===== config.mk =====
export PLATFORM = sky130hd
export DESIGN_NAME = fsup_top
export DESIGN_NICKNAME = d
export VERILOG_FILES = /design/src/rtl/fsup_pkg.sv /design/src/rtl/fsup_hyst.sv /design/src/rtl/fsup_qual.sv /design/src/rtl/fsup_ctrl.sv /design/src/rtl/fsup_top.sv
export SDC_FILE = /design/constraint.sdc
export NUM_CORES = 1
export LEC_CHECK = 0
export BUFFER_PORTS_ARGS = -buffer_cell sky130_fd_sc_hd__clkbuf_2
export CELL_PAD_IN_SITES_DETAIL_PLACEMENT = 1
export CELL_PAD_IN_SITES_GLOBAL_PLACEMENT = 1
export CORE_MARGIN = 4
export CORE_UTILIZATION = 36
export CTS_CLUSTER_SIZE = 25
export DETAILED_ROUTE_END_ITERATION = 6
export PLACE_DENSITY = 0.82
export SLEW_MARGIN = 15
export SYNTH_ARGS = -nofsm -noshare
export SYNTH_HDL_FRONTEND = slang
export SYNTH_SLANG_ARGS = --single-unit

===== constraint.sdc =====
create_clock -name clk_i -period 1.6 [get_ports clk_i]
set_input_delay 0.24 -clock clk_i [delete_from_list [all_inputs] [get_ports clk_i]]
set_output_delay 0.24 -clock clk_i [all_outputs]
set_load 0.05 [all_outputs]

===== src/rtl/fsup_pkg.sv =====
package fsup_pkg;
  typedef enum logic [1:0] {
    ST_HOLD  = 2'd0,
    ST_RUN   = 2'd1,
    ST_AUTO  = 2'd2,
    ST_LATCH = 2'd3
  } fsup_state_e;

  localparam int NUM_RAILS = 2;
  localparam int RAIL_LV   = 0;
  localparam int RAIL_HV   = 1;

  localparam int AUTO_W    = 3;
  localparam int AUTO_OCP  = 0;
  localparam int AUTO_OLP  = 1;
  localparam int AUTO_OVP  = 2;

  localparam int LATCH_W    = 2;
  localparam int LATCH_AOCP = 0;
  localparam int LATCH_TSD  = 1;
endpackage


===== src/rtl/fsup_hyst.sv =====
module fsup_hyst (
  input  logic clk_i,
  input  logic rst_ni,
  input  logic start_i,
  input  logic stop_i,
  output logic ok_o
);
  always_ff @(posedge clk_i or negedge rst_ni) begin
    if (!rst_ni)      ok_o <= 1'b0;
    else if (stop_i)  ok_o <= 1'b0;
    else if (start_i) ok_o <= 1'b1;
  end
endmodule


===== src/rtl/fsup_qual.sv =====
module fsup_qual #(
  parameter int N = 4
) (
  input  logic clk_i,
  input  logic rst_ni,
  input  logic flag_i,
  output logic qual_o
);
  localparam int CW = $clog2(N + 1);
  localparam logic [CW-1:0] CNT_TOP = CW'(N - 1);

  logic [CW-1:0] cnt_q;

  // qual_o fires on the N-th consecutive sample
  assign qual_o = flag_i && (cnt_q == CNT_TOP);

  always_ff @(posedge clk_i or negedge rst_ni) begin
    if (!rst_ni)                        cnt_q <= '0;
    else if (!flag_i)                   cnt_q <= '0;
    else if (cnt_q != CNT_TOP)          cnt_q <= cnt_q + CW'(1);
  end
endmodule


===== src/rtl/fsup_ctrl.sv =====
module fsup_ctrl
  import fsup_pkg::*;
(
  input  logic               clk_i,
  input  logic               rst_ni,
  input  logic               rails_ok_i,
  input  logic               lv_stop_i,
  input  logic               lv_reset_i,
  input  logic [AUTO_W-1:0]  auto_ev_i,
  input  logic [LATCH_W-1:0] latch_ev_i,
  output fsup_state_e        state_o,
  output logic [AUTO_W-1:0]  auto_cause_o,
  output logic [LATCH_W-1:0] latch_cause_o
);
  fsup_state_e st_q, st_d;
  logic any_auto, any_latch;

  assign any_auto  = |auto_ev_i;
  assign any_latch = |latch_ev_i;

  always_comb begin
    st_d = st_q;
    unique case (st_q)
      ST_HOLD: begin
        if (any_latch)       st_d = ST_LATCH;
        else if (any_auto)   st_d = ST_AUTO;
        else if (rails_ok_i) st_d = ST_RUN;
      end
      ST_RUN: begin
        if (any_latch)        st_d = ST_LATCH;
        else if (any_auto)    st_d = ST_AUTO;
        else if (!rails_ok_i) st_d = ST_HOLD;
      end
      ST_AUTO: begin
        if (any_latch)      st_d = ST_LATCH;
        else if (lv_stop_i) st_d = ST_HOLD;
      end
      ST_LATCH: begin
        if (lv_reset_i && !any_latch) st_d = ST_HOLD;
      end
      default: st_d = ST_HOLD;
    endcase
  end

  always_ff @(posedge clk_i or negedge rst_ni) begin
    if (!rst_ni) st_q <= ST_HOLD;
    else         st_q <= st_d;
  end

  // causes snapshot on class entry, cleared on class exit
  always_ff @(posedge clk_i or negedge rst_ni) begin
    if (!rst_ni) begin
      auto_cause_o  <= '0;
      latch_cause_o <= '0;
    end else begin
      if (st_d != ST_AUTO)      auto_cause_o <= '0;
      else if (st_q != ST_AUTO) auto_cause_o <= auto_ev_i;

      if (st_d != ST_LATCH)      latch_cause_o <= '0;
      else if (st_q != ST_LATCH) latch_cause_o <= latch_ev_i;
    end
  end

  assign state_o = st_q;
endmodule


===== src/rtl/fsup_top.sv =====
module fsup_top
  import fsup_pkg::*;
#(
  parameter int OCP_QUAL_CYC   = 188,
  parameter int AOCP_BLANK_CYC = 7
) (
  input  logic               clk_i,
  input  logic               rst_ni,
  input  logic               lv_start_i,
  input  logic               lv_stop_i,
  input  logic               lv_reset_i,
  input  logic               lv_ovp_i,
  input  logic               hv_start_i,
  input  logic               hv_stop_i,
  input  logic               ocp_i,
  input  logic               aocp_i,
  input  logic               olp_i,
  input  logic               tsd_i,
  output logic               run_o,
  output logic               hold_o,
  output logic               auto_fault_o,
  output logic               latch_fault_o,
  output logic [AUTO_W-1:0]  auto_cause_o,
  output logic [LATCH_W-1:0] latch_cause_o
);
  logic [NUM_RAILS-1:0] start_v, stop_v, ok_v;
  logic ocp_q, aocp_q;
  logic [AUTO_W-1:0]  auto_ev;
  logic [LATCH_W-1:0] latch_ev;
  fsup_state_e state;

  assign start_v[RAIL_LV] = lv_start_i;
  assign start_v[RAIL_HV] = hv_start_i;
  assign stop_v[RAIL_LV]  = lv_stop_i;
  assign stop_v[RAIL_HV]  = hv_stop_i;

  for (genvar g = 0; g < NUM_RAILS; g++) begin : g_rail
    fsup_hyst u_hyst (
      .clk_i  (clk_i),
      .rst_ni (rst_ni),
      .start_i(start_v[g]),
      .stop_i (stop_v[g]),
      .ok_o   (ok_v[g])
    );
  end

  fsup_qual #(.N(OCP_QUAL_CYC)) u_ocp_qual (
    .clk_i (clk_i),
    .rst_ni(rst_ni),
    .flag_i(ocp_i),
    .qual_o(ocp_q)
  );

  fsup_qual #(.N(AOCP_BLANK_CYC)) u_aocp_qual (
    .clk_i (clk_i),
    .rst_ni(rst_ni),
    .flag_i(aocp_i),
    .qual_o(aocp_q)
  );

  always_comb begin
    auto_ev             = '0;
    auto_ev[AUTO_OCP]   = ocp_q;
    auto_ev[AUTO_OLP]   = olp_i;
    auto_ev[AUTO_OVP]   = lv_ovp_i;
    latch_ev            = '0;
    latch_ev[LATCH_AOCP] = aocp_q;
    latch_ev[LATCH_TSD]  = tsd_i;
  end

  fsup_ctrl u_ctrl (
    .clk_i        (clk_i),
    .rst_ni       (rst_ni),
    .rails_ok_i   (&ok_v),
    .lv_stop_i    (lv_stop_i),
    .lv_reset_i   (lv_reset_i),
    .auto_ev_i    (auto_ev),
    .latch_ev_i   (latch_ev),
    .state_o      (state),
    .auto_cause_o (auto_cause_o),
    .latch_cause_o(latch_cause_o)
  );

  assign run_o         = (state == ST_RUN);
  assign hold_o        = (state == ST_HOLD);
  assign auto_fault_o  = (state == ST_AUTO);
  assign latch_fault_o = (state == ST_LATCH);
endmodule


==> results.sh, run 1 <==
export IMPL_status="finished, violations left"
export IMPL_violations="negative setup slack"
export IMPL_overflow=0
export IMPL_max_cap_violations=0
export IMPL_ys_seq_area_share_pct=51.3
export IMPL_io_pins=21
export IMPL_slew_headroom_pct=65.9
export IMPL_fp_dieH_um=60.0
export IMPL_synth_seq_cells=20
export IMPL_cellLeakagePower_nw=0.617
export IMPL_grt_pass1_vias=903
export IMPL_synth_area_per_cell_um2=10.3
export IMPL_fin_ws_ns=-0.00296
export IMPL_cts_tree="done"
export IMPL_drt_pass1_iter_count=4
export IMPL_finClkSkew_ns=0.00304
export IMPL_die_w_um=60.0
export IMPL_yosys_area_share_adder_pct=3.85
export IMPL_core_area_mm2=0.00252
export IMPL_synth_edff_count=0
export IMPL_start_kind="flop"
export IMPL_postSynthCellCount=95
export IMPL_stdcell_count=160
export IMPL_place_congestion=0.754
export IMPL_hold_path_class="primary input to flop"
export IMPL_n_antenna_cell=0
export IMPL_synth_nets=110
export IMPL_synthXorXnorAreaFrac_pct=6.29
export IMPL_hold_violations=0
export IMPL_ant_nets=0
export IMPL_grt_use_total_pct=15.2
export IMPL_yosys_area_top_type_share_pct=51.3
export IMPL_clkSlewWorstSetupHoldPaths_ns=0.12
export IMPL_io_buffers=20
export IMPL_drc=0
export IMPL_fin_hold_ws_ns=0.0960
export IMPL_htree_levels=1
export IMPL_rrSetupSlack_ns=-0.003
export IMPL_yosysWarnings=0
export IMPL_routed_wl_um=2450
export IMPL_yosysMostFrequentCell="dfrtp_1"
export IMPL_grt_pass1_wl_um=4010
export IMPL_row_count=18
export IMPL_ctsLongestPathBuffers=2
export IMPL_fmax_mhz=624
export IMPL_wire_per_inst_um=15.3
export IMPL_slew_viol_final=0
export IMPL_grt_max_degree=21
export IMPL_synth_top_cells_by_count="dfrtp_1, nor2_1, and2_1, nand2_1, inv_1"
export IMPL_clk_latency_ns=0.30
export IMPL_critPathArrivalTime_ns=1.81
export IMPL_irDropWorstVdd_v=0.000421
export IMPL_hpwl_um=1880
export IMPL_vias=815
export IMPL_netlist_top_cells_area="dfrtp_1, and2_1, xnor2_1"
export IMPL_ys_types=26
export IMPL_yosysTopAreaCell="dfrtp_1"
export IMPL_finalCritPeriodShare_pct=100
export IMPL_power_mw=1.09
export IMPL_drt_iter0_drc=31
export IMPL_required_ns=1.81
export IMPL_synth_top_family_by_area="simple AND/OR/NAND/NOR gates"
export IMPL_cts_root_buf="clkbuf_4"
export IMPL_synth_compound_area_share_pct=6.93
export IMPL_avgViaCountPerCell=5.09
export IMPL_cts_sinks=20
export IMPL_dieArea_mm2=0.00360
export IMPL_drive_gt1_share_pct=32.3
export IMPL_critPathKind="flop to flop"
export IMPL_synth_mux_area_share_pct=4.24
export IMPL_antenna_found_initial=0
export IMPL_start_util_pct=38.6
export IMPL_max_slew_worst_pin_slew_ns=0.511
export IMPL_rsz0062_at_grt="true"
export IMPL_syn2layout_area_growth_pct=28.5
export IMPL_synth_flop_cell="dfrtp_1"
export IMPL_finalSetupViolCount=1
export IMPL_final_nets=146
export IMPL_path_max_fanout=3
export IMPL_synth_simple_area_share_pct=24.6
export IMPL_power_density_mw_per_mm2=873
export IMPL_min_period_ns=1.60
export IMPL_end_kind="flop"
export IMPL_syn_area_um2=975
export IMPL_dpl_cell_count=152
export IMPL_synth_async_reset_ratio_pct=100
export IMPL_cts_made_buffers=3
==> worst max-delay path, stage by stage (launching register included) <==
cell and delay, ns:
dfrtp_1 0.38, ha_2 0.19, nand4_2 0.11, or4b_4 0.53, xor2_1 0.16, and2_1 0.14
==> sequential cells by signal (all words and copies together), names as in the netlist <==
name / count
u_ctrl.state_o: 2
u_ctrl.auto_cause_o: 3
u_ocp_qual.cnt_q: 8
g_rail.u_hyst.ok_o: 2
u_ctrl.latch_cause_o: 2
u_aocp_qual.cnt_q: 3
==> logic make-up after synthesis <==
family | after synthesis
adders and majority gates | 3
buffers and inverters | 7
and+or+nand+nor | 42
xor gates and xnor gates | 7
muxes | 4
DFF | 20
AOI/OAI and AO/OA | 12
==> what timing repair did <==
item	CTS	global route
resized for setup	0	5
gates cloned	0	0
buffers inserted	0	3
endpoints found under the setup margin	1	6
hold buffers	1	0
endpoints found under the hold margin	20	0
==> per-stage QoR <==
stage / TNS [ns] / worst slack, ns / util (%) / area, µm²
2_1_floorplan: -0.0364 / -0.0364 / - / 977
3_3_place_gp: 0 / 0.0560 / 46.4 / 1170
3_5_place_dp: -0.00503 / -0.00503 / 46.4 / 1170
4_1_cts: -0.0256 / -0.0256 / 48.3 / 1220
5_1_grt: -0.0698 / -0.0668 / 49.7 / 1250
6_report: -0.00296 / -0.00296 / 49.7 / 1250
==> where the power goes <==
part / switching [mW] / internal (mW) / total, mW
Clock: 0.163 / 0.139 / 0.302
Combinational: 0.149 / 0.0871 / 0.236
Sequential: 0.0224 / 0.533 / 0.555
Total: 0.335 / 0.759 / 1.09
==> layer usage <==
metal	GRT usage (%)	wire [µm]	part of all wire [%]
met4	5.70	23	0.94
met3	2.59	117	4.8
met2	28.4	1300	53
met1	16.8	1000	41
met5	0	0	0
==> worst paths after layout <==
check / cells past startpoint / endpoint / start
setup / recovery: 5 / u_ocp_qual.cnt_q[0] / u_ocp_qual.cnt_q[1]
hold / removal: 2 / g_rail[1].u_hyst.ok_o / hv_stop_i
setup reg to reg: 5 / u_ocp_qual.cnt_q[0] / u_ocp_qual.cnt_q[1]
hold reg to reg: 2 / u_ctrl.latch_cause_o[1] / u_ctrl.latch_cause_o[1]
max in group asynchronous: 2 / u_ctrl.state_o[0] / rst_ni
min in group asynchronous: 2 / u_aocp_qual.cnt_q[2] / rst_ni
==> layout make-up <==
cell class	count	area (µm²)
clock buffers	4	36.3
fillers	291	1270
inverters	6	22.5
multi-input cells	68	460
flip-flops and latches	20	500
well taps	30	37.5
repair buffers	32	195
==> layout by cell type, fill, tap and decap left out, types with 2 or more instances in the layout <==
master / count
xor2_1: 2
nand4_1: 4
nand3_1: 3
xnor2_1: 5
buf_4: 11
nor2_1: 8
clkbuf_2: 19
nor2b_1: 3
o21ai_0: 3
dfrtp_1: 20
nand2_1: 7
inv_1: 6
nor3_1: 4
a21oi_1: 3
mux2i_1: 3
clkbuf_4: 4
and2_1: 7
ha_1: 2
Power figures use the tool's default switching activity.
==> run 2, diff against run 1 <==
- ABC_AREA: default -> 1
- CORE_UTILIZATION: 36 -> 34
- PLACE_DENSITY: 0.82 -> 0.81
- SETUP_SLACK_MARGIN: default -> 0.2
==> results.sh, run 2 <==
export IMPL_status="finished clean"
export IMPL_slew_viol_final=0
export IMPL_slowest_delay_ns=0.42
export IMPL_grt_use_total_pct=14.0
export IMPL_routed_wl_um=2760
export IMPL_max_cap_violations=0
export IMPL_r2r_cells=9
export IMPL_critPathTopFamily="simple AND/OR/NAND/NOR gates"
export IMPL_min_period_ns=1.41
export IMPL_finClkSkew_ns=0.00789
export IMPL_yosysWarnings=0
export IMPL_cts_made_buffers=3
export IMPL_drc=0
export IMPL_syn2layout_area_growth_pct=40.9
export IMPL_top_regs="u_ocp_qual.cnt_q x8, u_aocp_qual.cnt_q x3, u_ctrl.auto_cause_o x3"
export IMPL_io_buffers=20
export IMPL_critPathKind="flop to flop"
export IMPL_finalSetupViolCount=0
export IMPL_cp_depth=9
export IMPL_slew_headroom_pct=66.2
export IMPL_hpwl_um=1730
export IMPL_grt_pass1_wl_um=3840
export IMPL_top_register="u_ocp_qual.cnt_q"
export IMPL_hold_path_class="primary input to flop"
export IMPL_max_slew_worst_pin_slew_ns=0.507
export IMPL_synth_area_per_cell_um2=8.39
export IMPL_ys_seq_area_share_pct=51.9
export IMPL_drt_iter0_drc=5
export IMPL_fin_ws_ns=0.186
export IMPL_rsz0062_at_grt="true"
export IMPL_synth_edff_count=0
export IMPL_crit_buf_inv=0
export IMPL_synth_async_reset_ratio_pct=100
export IMPL_synth_seq_cells=20
export IMPL_wire_per_inst_um=15.0
export IMPL_fill_cells=328
export IMPL_netlist_top_cells_area="dfrtp_1, nand2_1, nor2_1"
export IMPL_critPathArrivalTime_ns=1.66
export IMPL_vias=888
export IMPL_required_ns=1.84
export IMPL_irDropWorstVdd_v=0.000558
export IMPL_postSynthCellCount=115
export IMPL_syn_area_um2=965
export IMPL_setup_tns_ns=0
export IMPL_clkSlewWorstSetupHoldPaths_ns=0.13
export IMPL_power_density_mw_per_mm2=853
export IMPL_start_kind="flop"
export IMPL_hold_violations=0
export IMPL_clk_latency_ns=0.31
export IMPL_holdPathStages=2
export IMPL_overflow=0
export IMPL_synth_top_cells_by_count="dfrtp_1, nand2_1, nor2_1"
export IMPL_fmax_mhz=707
export IMPL_synth_nets=130
export IMPL_cp_slowest_cell="dfrtp_1"
export IMPL_yosysTopAreaCell="dfrtp_1"
export IMPL_drt_pass1_iter_count=3
export IMPL_cts_sinks=20
export IMPL_row_count=19
export IMPL_finalCritPeriodShare_pct=88.4
export IMPL_place_congestion=0.720
export IMPL_start_util_pct=35.3
export IMPL_io_pins=21
export IMPL_n_antenna_cell=0
export IMPL_htree_levels=1
export IMPL_preCtsSetupSlack_ns=0.130
export IMPL_yosysMostFrequentCell="dfrtp_1"
export IMPL_multi_input_area_um2=469
export IMPL_path_max_fanout=4
export IMPL_layout_commonest_cell="dfrtp_1"
export IMPL_fp_dieH_um=61.3
export IMPL_worstPathCellList="ha_4, nand2_4, nor2_4, nand3_2, nand2_1, nand2_1, nand2_2, nand2_4, nor2_1"
export IMPL_grt_max_degree=21
export IMPL_drive_gt1_share_pct=39.2
export IMPL_avgViaCountPerCell=4.83
export IMPL_ctsLongestPathBuffers=2
export IMPL_final_nets=169
export IMPL_ys_types=20
export IMPL_core_area_mm2=0.00273
export IMPL_end_kind="flop"
export IMPL_cts_tree="done"
export IMPL_yosys_area_top_type_share_pct=51.9
export IMPL_ant_nets=0
export IMPL_grt_pass1_vias=896
export IMPL_largest_register_ffs=8
export IMPL_synth_flop_cell="dfrtp_1"
export IMPL_cellLeakagePower_nw=0.719
export IMPL_seq_area_um2=502
export IMPL_layout_common_cells="dfrtp_1, nand2_1, clkbuf_2"
export IMPL_cts_root_buf="clkbuf_4"
export IMPL_antenna_found_initial=0
export IMPL_die_w_um=61.3
export IMPL_dieArea_mm2=0.00375
==> run 2: power by group <==
group	switching, mW	internal (mW)
Clock	0.168	0.139
Combinational	0.181	0.109
Sequential	0.0286	0.534
==> run 2: timing repair <==
item	CTS	global route
gates resized for setup	8	28
hold buffers	1	0
setup endpoints to repair	5	7
pin swaps	0	9
hold endpoints to repair	20	0
buffers inserted	5	8
==> run 2: final timing paths <==
| kind | from | end | slack [ns] |
|---|---|---|---|
| min reg2reg | g_rail[0].u_hyst.ok_o | g_rail[0].u_hyst.ok_o | 0.51 |
| min | hv_stop_i | g_rail[1].u_hyst.ok_o | 0.06 |
| max | u_ocp_qual.cnt_q[1] | u_ctrl.auto_cause_o[2] | 0.19 |
| max in group asynchronous | rst_ni | u_ctrl.state_o[1] | 0.81 |
| min in group asynchronous | rst_ni | u_ctrl.auto_cause_o[2] | 0.42 |
| max reg2reg | u_ocp_qual.cnt_q[1] | u_ctrl.auto_cause_o[2] | 0.19 |
==> run 2: stage by stage <==
stage	hold slack (ns)	utilization (%)	power, mW	cells	instance area [µm²]
floorplan	-0.0556	-	0.699	115	965
global placement	0.236	40.4	0.759	166	1100
detailed placement	0.236	40.4	0.772	166	1100
CTS	0.0600	44.4	1.11	176	1210
global route	0.0348	49.7	1.23	184	1360
finish	0.0601	49.7	1.16	184	1360
==> run 2: area by class of cell <==
class | count | area share, %
clock buffer | 4 | 2.67
inverter | 19 | 5.62
multi-input combinational | 76 | 34.5
sequential | 20 | 36.9
tap | 31 | 2.85
timing repair buffer | 34 | 17.4
==> run 2: cells by family after synthesis <==
| family | share of synthesized area, % |
|---|---|
| AOI/OAI and AO/OA | 9.21 |
| xor gates and xnor gates | 1.82 |
| adders and majority gates | 3.89 |
| buffers and inverters | 7.39 |
| DFF | 51.9 |
| and+or+nand+nor | 25.8 |
==> run 2: metal layers <==
| metal | track usage (%) | up-vias | wire length [µm] |
|---|---|---|---|
| met3 | 2.31 | 4 | 70 |
| met2 | 25.8 | 10 | 1580 |
| met1 | 15.6 | 435 | 1080 |
| met5 | 0 | - | 0 |
| met4 | 6.19 | 0 | 33 |
| li1 | - | 439 | - |
